File: src/rtl/sasi_bridge_pkg.sv
package sasi_bridge_pkg;

  // Port offsets from the base address; the status bit order below is fixed.
  localparam int OFF_BUS_RESET = 0;
  localparam int OFF_DATA_WR   = 1;
  localparam int OFF_DATA_RD   = 2;
  localparam int OFF_SEL       = 3;
  localparam int OFF_STATUS    = 6;

  // Bit positions of the synchronized control vector and status byte.
  localparam int CTL_BSY     = 0;
  localparam int CTL_REQ     = 1;
  localparam int CTL_CD      = 2;
  localparam int CTL_IO      = 3;
  localparam int CTL_MSG     = 4;
  localparam int CTL_PRESENT = 5;
  localparam int CTL_W       = 6;

  typedef enum logic [2:0] {
    OP_NONE,
    OP_BUS_RESET,
    OP_DATA_WR,
    OP_DATA_RD,
    OP_SEL,
    OP_STATUS
  } port_op_e;

  typedef enum logic [1:0] {
    XF_IDLE,
    XF_WAIT_REQ,
    XF_HOLD_ACK
  } xfer_state_e;

endpackage

File: src/rtl/sasi_in_sync.sv
module sasi_in_sync #(
  parameter int WIDTH  = 6,
  parameter int STAGES = 2
) (
  input  logic             clk,
  input  logic             rst_n,
  input  logic [WIDTH-1:0] async_in,
  output logic [WIDTH-1:0] sync_out
);

  logic [WIDTH-1:0] chain [STAGES];

  always_ff @(posedge clk or negedge rst_n) begin
    if (!rst_n) chain[0] <= '0;
    else        chain[0] <= async_in;
  end

  for (genvar g = 1; g < STAGES; g++) begin : g_stage
    always_ff @(posedge clk or negedge rst_n) begin
      if (!rst_n) chain[g] <= '0;
      else        chain[g] <= chain[g-1];
    end
  end

  assign sync_out = chain[STAGES-1];

endmodule

File: src/rtl/sasi_port_decode.sv
module sasi_port_decode
  import sasi_bridge_pkg::*;
#(
  parameter int ADDR_W    = 8,
  parameter int BASE_ADDR = 'h40
) (
  input  logic [ADDR_W-1:0] addr,
  input  logic              write,
  output port_op_e          op
);

  localparam logic [ADDR_W-1:0] A_RESET  = ADDR_W'(BASE_ADDR + OFF_BUS_RESET);
  localparam logic [ADDR_W-1:0] A_WR     = ADDR_W'(BASE_ADDR + OFF_DATA_WR);
  localparam logic [ADDR_W-1:0] A_RD     = ADDR_W'(BASE_ADDR + OFF_DATA_RD);
  localparam logic [ADDR_W-1:0] A_SEL    = ADDR_W'(BASE_ADDR + OFF_SEL);
  localparam logic [ADDR_W-1:0] A_STATUS = ADDR_W'(BASE_ADDR + OFF_STATUS);

  always_comb begin
    op = OP_NONE;
    if (write) begin
      if (addr == A_RESET)      op = OP_BUS_RESET;
      else if (addr == A_WR)    op = OP_DATA_WR;
      else if (addr == A_SEL)   op = OP_SEL;
    end else begin
      if (addr == A_RD)         op = OP_DATA_RD;
      else if (addr == A_STATUS) op = OP_STATUS;
    end
  end

endmodule

File: src/rtl/sasi_xfer_engine.sv
module sasi_xfer_engine
  import sasi_bridge_pkg::*;
#(
  parameter int DATA_W = 8
) (
  input  logic              clk,
  input  logic              rst_n,
  input  logic              start,
  input  logic              start_read,
  input  logic [DATA_W-1:0] wdata,
  input  logic              req_s,
  input  logic              io_s,
  input  logic [DATA_W-1:0] bus_din,
  output logic              busy,
  output logic              done,
  output logic [DATA_W-1:0] rdata,
  output logic              ack,
  output logic [DATA_W-1:0] dout,
  output logic              doe
);

  xfer_state_e       state;
  logic              is_rd;
  logic [DATA_W-1:0] data_q;

  always_ff @(posedge clk or negedge rst_n) begin
    if (!rst_n) begin
      state  <= XF_IDLE;
      is_rd  <= 1'b0;
      data_q <= '0;
      ack    <= 1'b0;
      done   <= 1'b0;
    end else begin
      done <= 1'b0;
      case (state)
        XF_IDLE: begin
          if (start) begin
            state  <= XF_WAIT_REQ;
            is_rd  <= start_read;
            data_q <= start_read ? '0 : wdata;
          end
        end
        XF_WAIT_REQ: begin
          // Target has set up the byte before raising REQ.
          if (req_s) begin
            ack   <= 1'b1;
            state <= XF_HOLD_ACK;
            if (is_rd) data_q <= bus_din;
          end
        end
        XF_HOLD_ACK: begin
          if (!req_s) begin
            ack   <= 1'b0;
            done  <= 1'b1;
            state <= XF_IDLE;
          end
        end
        default: state <= XF_IDLE;
      endcase
    end
  end

  assign busy  = (state != XF_IDLE);
  assign rdata = data_q;
  assign dout  = data_q;
  assign doe   = busy && !is_rd && !io_s;

endmodule

File: src/rtl/sasi_line_ctrl.sv
module sasi_line_ctrl #(
  parameter int RST_CYCLES = 8
) (
  input  logic clk,
  input  logic rst_n,
  input  logic pulse_start,
  input  logic sel_set,
  input  logic bsy_s,
  output logic bus_rst,
  output logic bus_sel
);

  localparam int CNT_W = $clog2(RST_CYCLES + 1);
  localparam logic [CNT_W-1:0] CNT_LOAD = CNT_W'(RST_CYCLES);

  logic [CNT_W-1:0] rst_cnt;

  always_ff @(posedge clk or negedge rst_n) begin
    if (!rst_n) begin
      rst_cnt <= '0;
    end else if (pulse_start) begin
      rst_cnt <= CNT_LOAD;
    end else if (rst_cnt != '0) begin
      rst_cnt <= rst_cnt - 1'b1;
    end
  end

  assign bus_rst = (rst_cnt != '0);

  // A busy target, a new reset or a running reset all release SEL first.
  always_ff @(posedge clk or negedge rst_n) begin
    if (!rst_n) begin
      bus_sel <= 1'b0;
    end else if (bsy_s || pulse_start || bus_rst) begin
      bus_sel <= 1'b0;
    end else if (sel_set) begin
      bus_sel <= 1'b1;
    end
  end

endmodule

File: src/rtl/sasi_host_bridge.sv
module sasi_host_bridge
  import sasi_bridge_pkg::*;
#(
  parameter int ADDR_W      = 8,
  parameter int DATA_W      = 8,
  parameter int BASE_ADDR   = 'h40,
  parameter int RST_CYCLES  = 8,
  parameter int SYNC_STAGES = 2
) (
  input  logic              clk,
  input  logic              rst_n,
  input  logic              req_valid,
  output logic              req_ready,
  input  logic              req_write,
  input  logic [ADDR_W-1:0] req_addr,
  input  logic [DATA_W-1:0] req_wdata,
  output logic              rsp_valid,
  input  logic              rsp_ready,
  output logic [DATA_W-1:0] rsp_rdata,
  input  logic [DATA_W-1:0] bus_data_in,
  output logic [DATA_W-1:0] bus_data_out,
  output logic              bus_data_oe,
  output logic              bus_rst,
  output logic              bus_sel,
  output logic              bus_ack,
  input  logic              bus_bsy,
  input  logic              bus_req,
  input  logic              bus_cd,
  input  logic              bus_io,
  input  logic              bus_msg,
  input  logic              bus_present
);

  logic [CTL_W-1:0] ctl_raw;
  logic [CTL_W-1:0] ctl_s;
  logic             req_s;
  logic             bsy_s;
  logic             io_s;

  port_op_e          op;
  logic              accept;
  logic              xfer_busy;
  logic              xfer_done;
  logic [DATA_W-1:0] xfer_rdata;
  logic              pend_rd;
  logic [DATA_W-1:0] status_byte;

  always_comb begin
    ctl_raw              = '0;
    ctl_raw[CTL_BSY]     = bus_bsy;
    ctl_raw[CTL_REQ]     = bus_req;
    ctl_raw[CTL_CD]      = bus_cd;
    ctl_raw[CTL_IO]      = bus_io;
    ctl_raw[CTL_MSG]     = bus_msg;
    ctl_raw[CTL_PRESENT] = bus_present;
  end

  sasi_in_sync #(
    .WIDTH  (CTL_W),
    .STAGES (SYNC_STAGES)
  ) u_sync (
    .clk      (clk),
    .rst_n    (rst_n),
    .async_in (ctl_raw),
    .sync_out (ctl_s)
  );

  assign req_s = ctl_s[CTL_REQ];
  assign bsy_s = ctl_s[CTL_BSY];
  assign io_s  = ctl_s[CTL_IO];

  sasi_port_decode #(
    .ADDR_W    (ADDR_W),
    .BASE_ADDR (BASE_ADDR)
  ) u_decode (
    .addr  (req_addr),
    .write (req_write),
    .op    (op)
  );

  assign req_ready = !rsp_valid && !xfer_busy && !bus_rst;
  assign accept    = req_valid && req_ready;

  sasi_xfer_engine #(
    .DATA_W (DATA_W)
  ) u_xfer (
    .clk        (clk),
    .rst_n      (rst_n),
    .start      (accept && (op == OP_DATA_WR || op == OP_DATA_RD)),
    .start_read (op == OP_DATA_RD),
    .wdata      (req_wdata),
    .req_s      (req_s),
    .io_s       (io_s),
    .bus_din    (bus_data_in),
    .busy       (xfer_busy),
    .done       (xfer_done),
    .rdata      (xfer_rdata),
    .ack        (bus_ack),
    .dout       (bus_data_out),
    .doe        (bus_data_oe)
  );

  sasi_line_ctrl #(
    .RST_CYCLES (RST_CYCLES)
  ) u_lines (
    .clk         (clk),
    .rst_n       (rst_n),
    .pulse_start (accept && op == OP_BUS_RESET),
    .sel_set     (accept && op == OP_SEL),
    .bsy_s       (bsy_s),
    .bus_rst     (bus_rst),
    .bus_sel     (bus_sel)
  );

  always_comb begin
    status_byte            = '0;
    status_byte[CTL_W-1:0] = ctl_s;
  end

  always_ff @(posedge clk or negedge rst_n) begin
    if (!rst_n) begin
      rsp_valid <= 1'b0;
      rsp_rdata <= '0;
      pend_rd   <= 1'b0;
    end else begin
      if (rsp_valid && rsp_ready) rsp_valid <= 1'b0;
      if (accept) begin
        pend_rd <= (op == OP_DATA_RD);
        if (op != OP_DATA_WR && op != OP_DATA_RD) begin
          rsp_valid <= 1'b1;
          rsp_rdata <= (op == OP_STATUS) ? status_byte : '0;
        end
      end
      if (xfer_done) begin
        rsp_valid <= 1'b1;
        rsp_rdata <= pend_rd ? xfer_rdata : '0;
      end
    end
  end

endmodule

File: config.mk
export PLATFORM = sky130hd
export DESIGN_NAME = sasi_host_bridge
export DESIGN_NICKNAME = d
export VERILOG_FILES = /design/src/rtl/sasi_bridge_pkg.sv /design/src/rtl/sasi_in_sync.sv /design/src/rtl/sasi_port_decode.sv /design/src/rtl/sasi_xfer_engine.sv /design/src/rtl/sasi_line_ctrl.sv /design/src/rtl/sasi_host_bridge.sv
export SDC_FILE = /design/constraint.sdc
export NUM_CORES = 1
export LEC_CHECK = 0
export BUFFER_PORTS_ARGS = -buffer_cell sky130_fd_sc_hd__buf_2
export CORE_AREA = 2 2 101 64
export CTS_BUF_LIST = sky130_fd_sc_hd__clkbuf_8
export DETAILED_ROUTE_END_ITERATION = 12
export DIE_AREA = 0 0 103 66
export PLACE_DENSITY = 0.65
export SLEW_MARGIN = 20
export SYNTH_ARGS = -nofsm -noshare
export SYNTH_HDL_FRONTEND = slang
export SYNTH_SLANG_ARGS = --single-unit
File: constraint.sdc
create_clock -name clk -period 2.1 [get_ports clk]
set_clock_uncertainty 0.2 [all_clocks]
set_input_delay 0.42 -clock clk [delete_from_list [all_inputs] [get_ports clk]]
set_output_delay 0.42 -clock clk [all_outputs]
set_load 0.01 [all_outputs]
==> run metrics <==
Layout Nets 250; Starting Density 29.33%; top layer in use met4; cells after synthesis 133; Root Driver clkbuf_8; Final Util 40.61%; HPWL Detailed 3086 µm; share of layout cells above drive strength 1 51.40%; first-pass GRT wire length 6127 µm; power density cells 820.9 mW/mm²; fin crit period 2.080 ns; syn avg cell area 12.99 µm²; Filler cells 584; DRT iter0 DRCs 56; CP peak stage delay 0.40 ns; Hold Slack 0.03322 ns; Die ar. 0.006798 mm²; min-delay worst type primary input to flip-flop; Worst-Skew Late Latency 0.29 ns; Vias 1309; Most Frequent Cell on Critical Path buf_6; yosys warns 0; maximum operating frequency 480.7 MHz; Clock Path Buffers 2; distinct cell type count after synthesis 38; top_reg_cell synth dfrtp_1; sequential area share after synthesis 57.93%; DIE HEIGHT 66 µm; ys async rst share 100.0%; H-tree depth 2; most frequent cell after synthesis dfrtp_1; GRT overflow 0; vias in the first global route 1195; Port-buffer cells 56; number of iterations in the first detailed-routing pass 4; met2 WL 1590 µm; Worst Path Arrival 1.46 ns; leakage power total 1.193 nW; ANT nets after route 0; number of diodes 0; Post-Syn Nets 170; Overall Power 1.964 mW; Max VDD drop 0.4017 mV; Register Area 0.001001 mm²; wire per inst 13.60 µm; synth cell count leaders dfrtp_1, a22o_1, mux2_2; Fin. Hold Viols 0; cell taking the most area after synthesis dfrtp_1; multi-input combinational cell area 720.7 µm²; ratio of final minimum period to clock period 99.06%; Critical Path Slowest Stage Cell dfrtp_1; Rel. slew slack 67.64%; Max Cap Viol 0; endpoints failing setup 0; initial antenna violation count 0; Post-Route WL 4053 µm; Die X 103 µm; # rows 22; number of vias per cell 4.393; DRT met1 WL 2163 µm; GPL Wtd Cong 0.7656; CP endpoint kind output port; met3 routed WL 263 µm; Worst-path clk slew 0.08 ns; largest net degree at the start of global routing 19; post-synth top area share 57.93%; RSZ-0062 raised after global routing yes; CTS tree built; worst path required time 1.48 ns; clock sinks 40; Core Box Area 0.005891 mm²; cts bufs inserted 5; Tightest Pin Transition 0.4844 ns; Slew Viols, Final 0; Crit Path Max Fanout 3; worst setup path class flip-flop to output port; Startpoint Class flip-flop; I/O Pins 57; global-route usage over all layers 12.30%; top cells by area, synth dfrtp_1, mux2_2, a22o_1; #FFs+latches synth 40; area grow syn2layout 38.45%; synthesized area 0.001728 mm²; Post-synth EDFFs 0; critical-path cell list inv_2, ha_4, nor3b_4, buf_6, and2_4, buf_6; DRC 0; outcome finished, final reports clean
==> power breakdown <==
part           leakage, nW  internal (mW)  switching (mW)
sequential           0.499          0.852          0.0722
combinational        0.646          0.315           0.234
clock               0.0479          0.231           0.260
total                 1.19           1.40           0.566
==> per-stage QoR <==
stage	setup WS, ns	TNS (ns)	instance area [µm²]	instances
6_report	0.01977	0	2392	298
5_1_grt	-0.05411	-0.4808	2392	298
4_1_cts	0.01020	0	2341	294
3_5_place_dp	-0.1083	-1.277	2185	281
3_3_place_gp	-0.07149	-0.8083	2185	281
2_1_floorplan	0.03087	0	1728	133
==> worst max-delay path: cells and delay by family, from the launching register on <==
family / cells / cell delay, ns
simple gates: 2 / 0.34
buf+inv: 3 / 0.30
fa+ha+maj: 1 / 0.12
flops: 1 / 0.40
==> per-layer routing <==
metal	vias up	GRT usage (%)
met2	33	15.34
met3	4	4.123
li1	648	-
met4	0	3.947
met5	-	0
met1	624	19.28
==> sequential cells by signal, indices dropped and copies added (netlist names) <==
| name | count |
|---|---|
| u_xfer.done | 1 |
| u_xfer.ack | 1 |
| u_sync.chain | 6 |
| u_sync.sync_out | 6 |
| u_xfer.is_rd | 1 |
| u_lines.bus_sel | 1 |
| rsp_rdata | 8 |
| u_lines.rst_cnt | 4 |
| u_xfer.dout | 8 |
| pend_rd | 1 |
| rsp_valid | 1 |
| u_xfer.state | 2 |
==> worst paths after layout <==
kind | slack (ns) | cells past startpoint | from | end
worst max-delay path | 0.02 | 6 | u_lines.rst_cnt[1]$_DFFE_PN0P_ | req_ready
worst min-delay path | 0.03 | 1 | bus_msg | u_sync.chain[10]$_DFF_PN0_
worst max register to register | 0.03 | 7 | u_lines.rst_cnt[1]$_DFFE_PN0P_ | rsp_rdata[4]$_DFFE_PN0P_
worst min register to register | 0.14 | 0 | u_sync.chain[6]$_DFF_PN0_ | u_sync.sync_out[0]$_DFF_PN0_
max in group asynchronous | 0.77 | 3 | rst_n | pend_rd$_DFFE_PN0P_
min in group asynchronous | 0.40 | 2 | rst_n | u_xfer.dout[0]$_DFFE_PN0P_
==> repair_timing <==
item                                   CTS  global route
pin swaps                                0             2
setup endpoints to repair                2            16
hold buffers                             1             0
endpoints found under the hold margin   16             0
gates resized for setup                  7             3
buffers inserted                         4             4
==> cell families (layout without fill, tap and decap cells) <==
family / count (synthesis) / in the layout / share of synthesized area (%)
buf+inv: 9 / 90 / 1.955
mux: 14 / 14 / 9.124
fa+ha+maj: 2 / 2 / 1.448
flops: 40 / 40 / 57.93
xor+xnor: 2 / 2 / 1.014
compound gates: 32 / 32 / 15.71
simple gates: 34 / 34 / 12.82
==> placed cells by master, fill, tap and decap left out, types with 2 or more instances in the layout <==
master,n
inv_1,4
inv_2,2
nor2b_1,2
clkinv_2,2
nor3_1,3
nand2_1,3
buf_6,2
nor2_1,9
nand2b_1,3
and2_1,2
xnor2_1,2
buf_4,17
buf_2,55
o21ai_0,3
a21oi_1,2
mux2_2,12
a22o_1,16
clkbuf_8,5
dfrtp_1,40
mux2_4,2
==> cell type report <==
type / count / area share [%]
Clock inverter: 3 / 0.7845
Inverter: 6 / 0.9414
Timing Repair Buffer: 76 / 19.04
Multi-Input combinational cell: 84 / 30.13
Tap cell: 84 / 4.393
Clock buffer: 5 / 2.877
Sequential cell: 40 / 41.84
(Power assumes the default switching activity.)
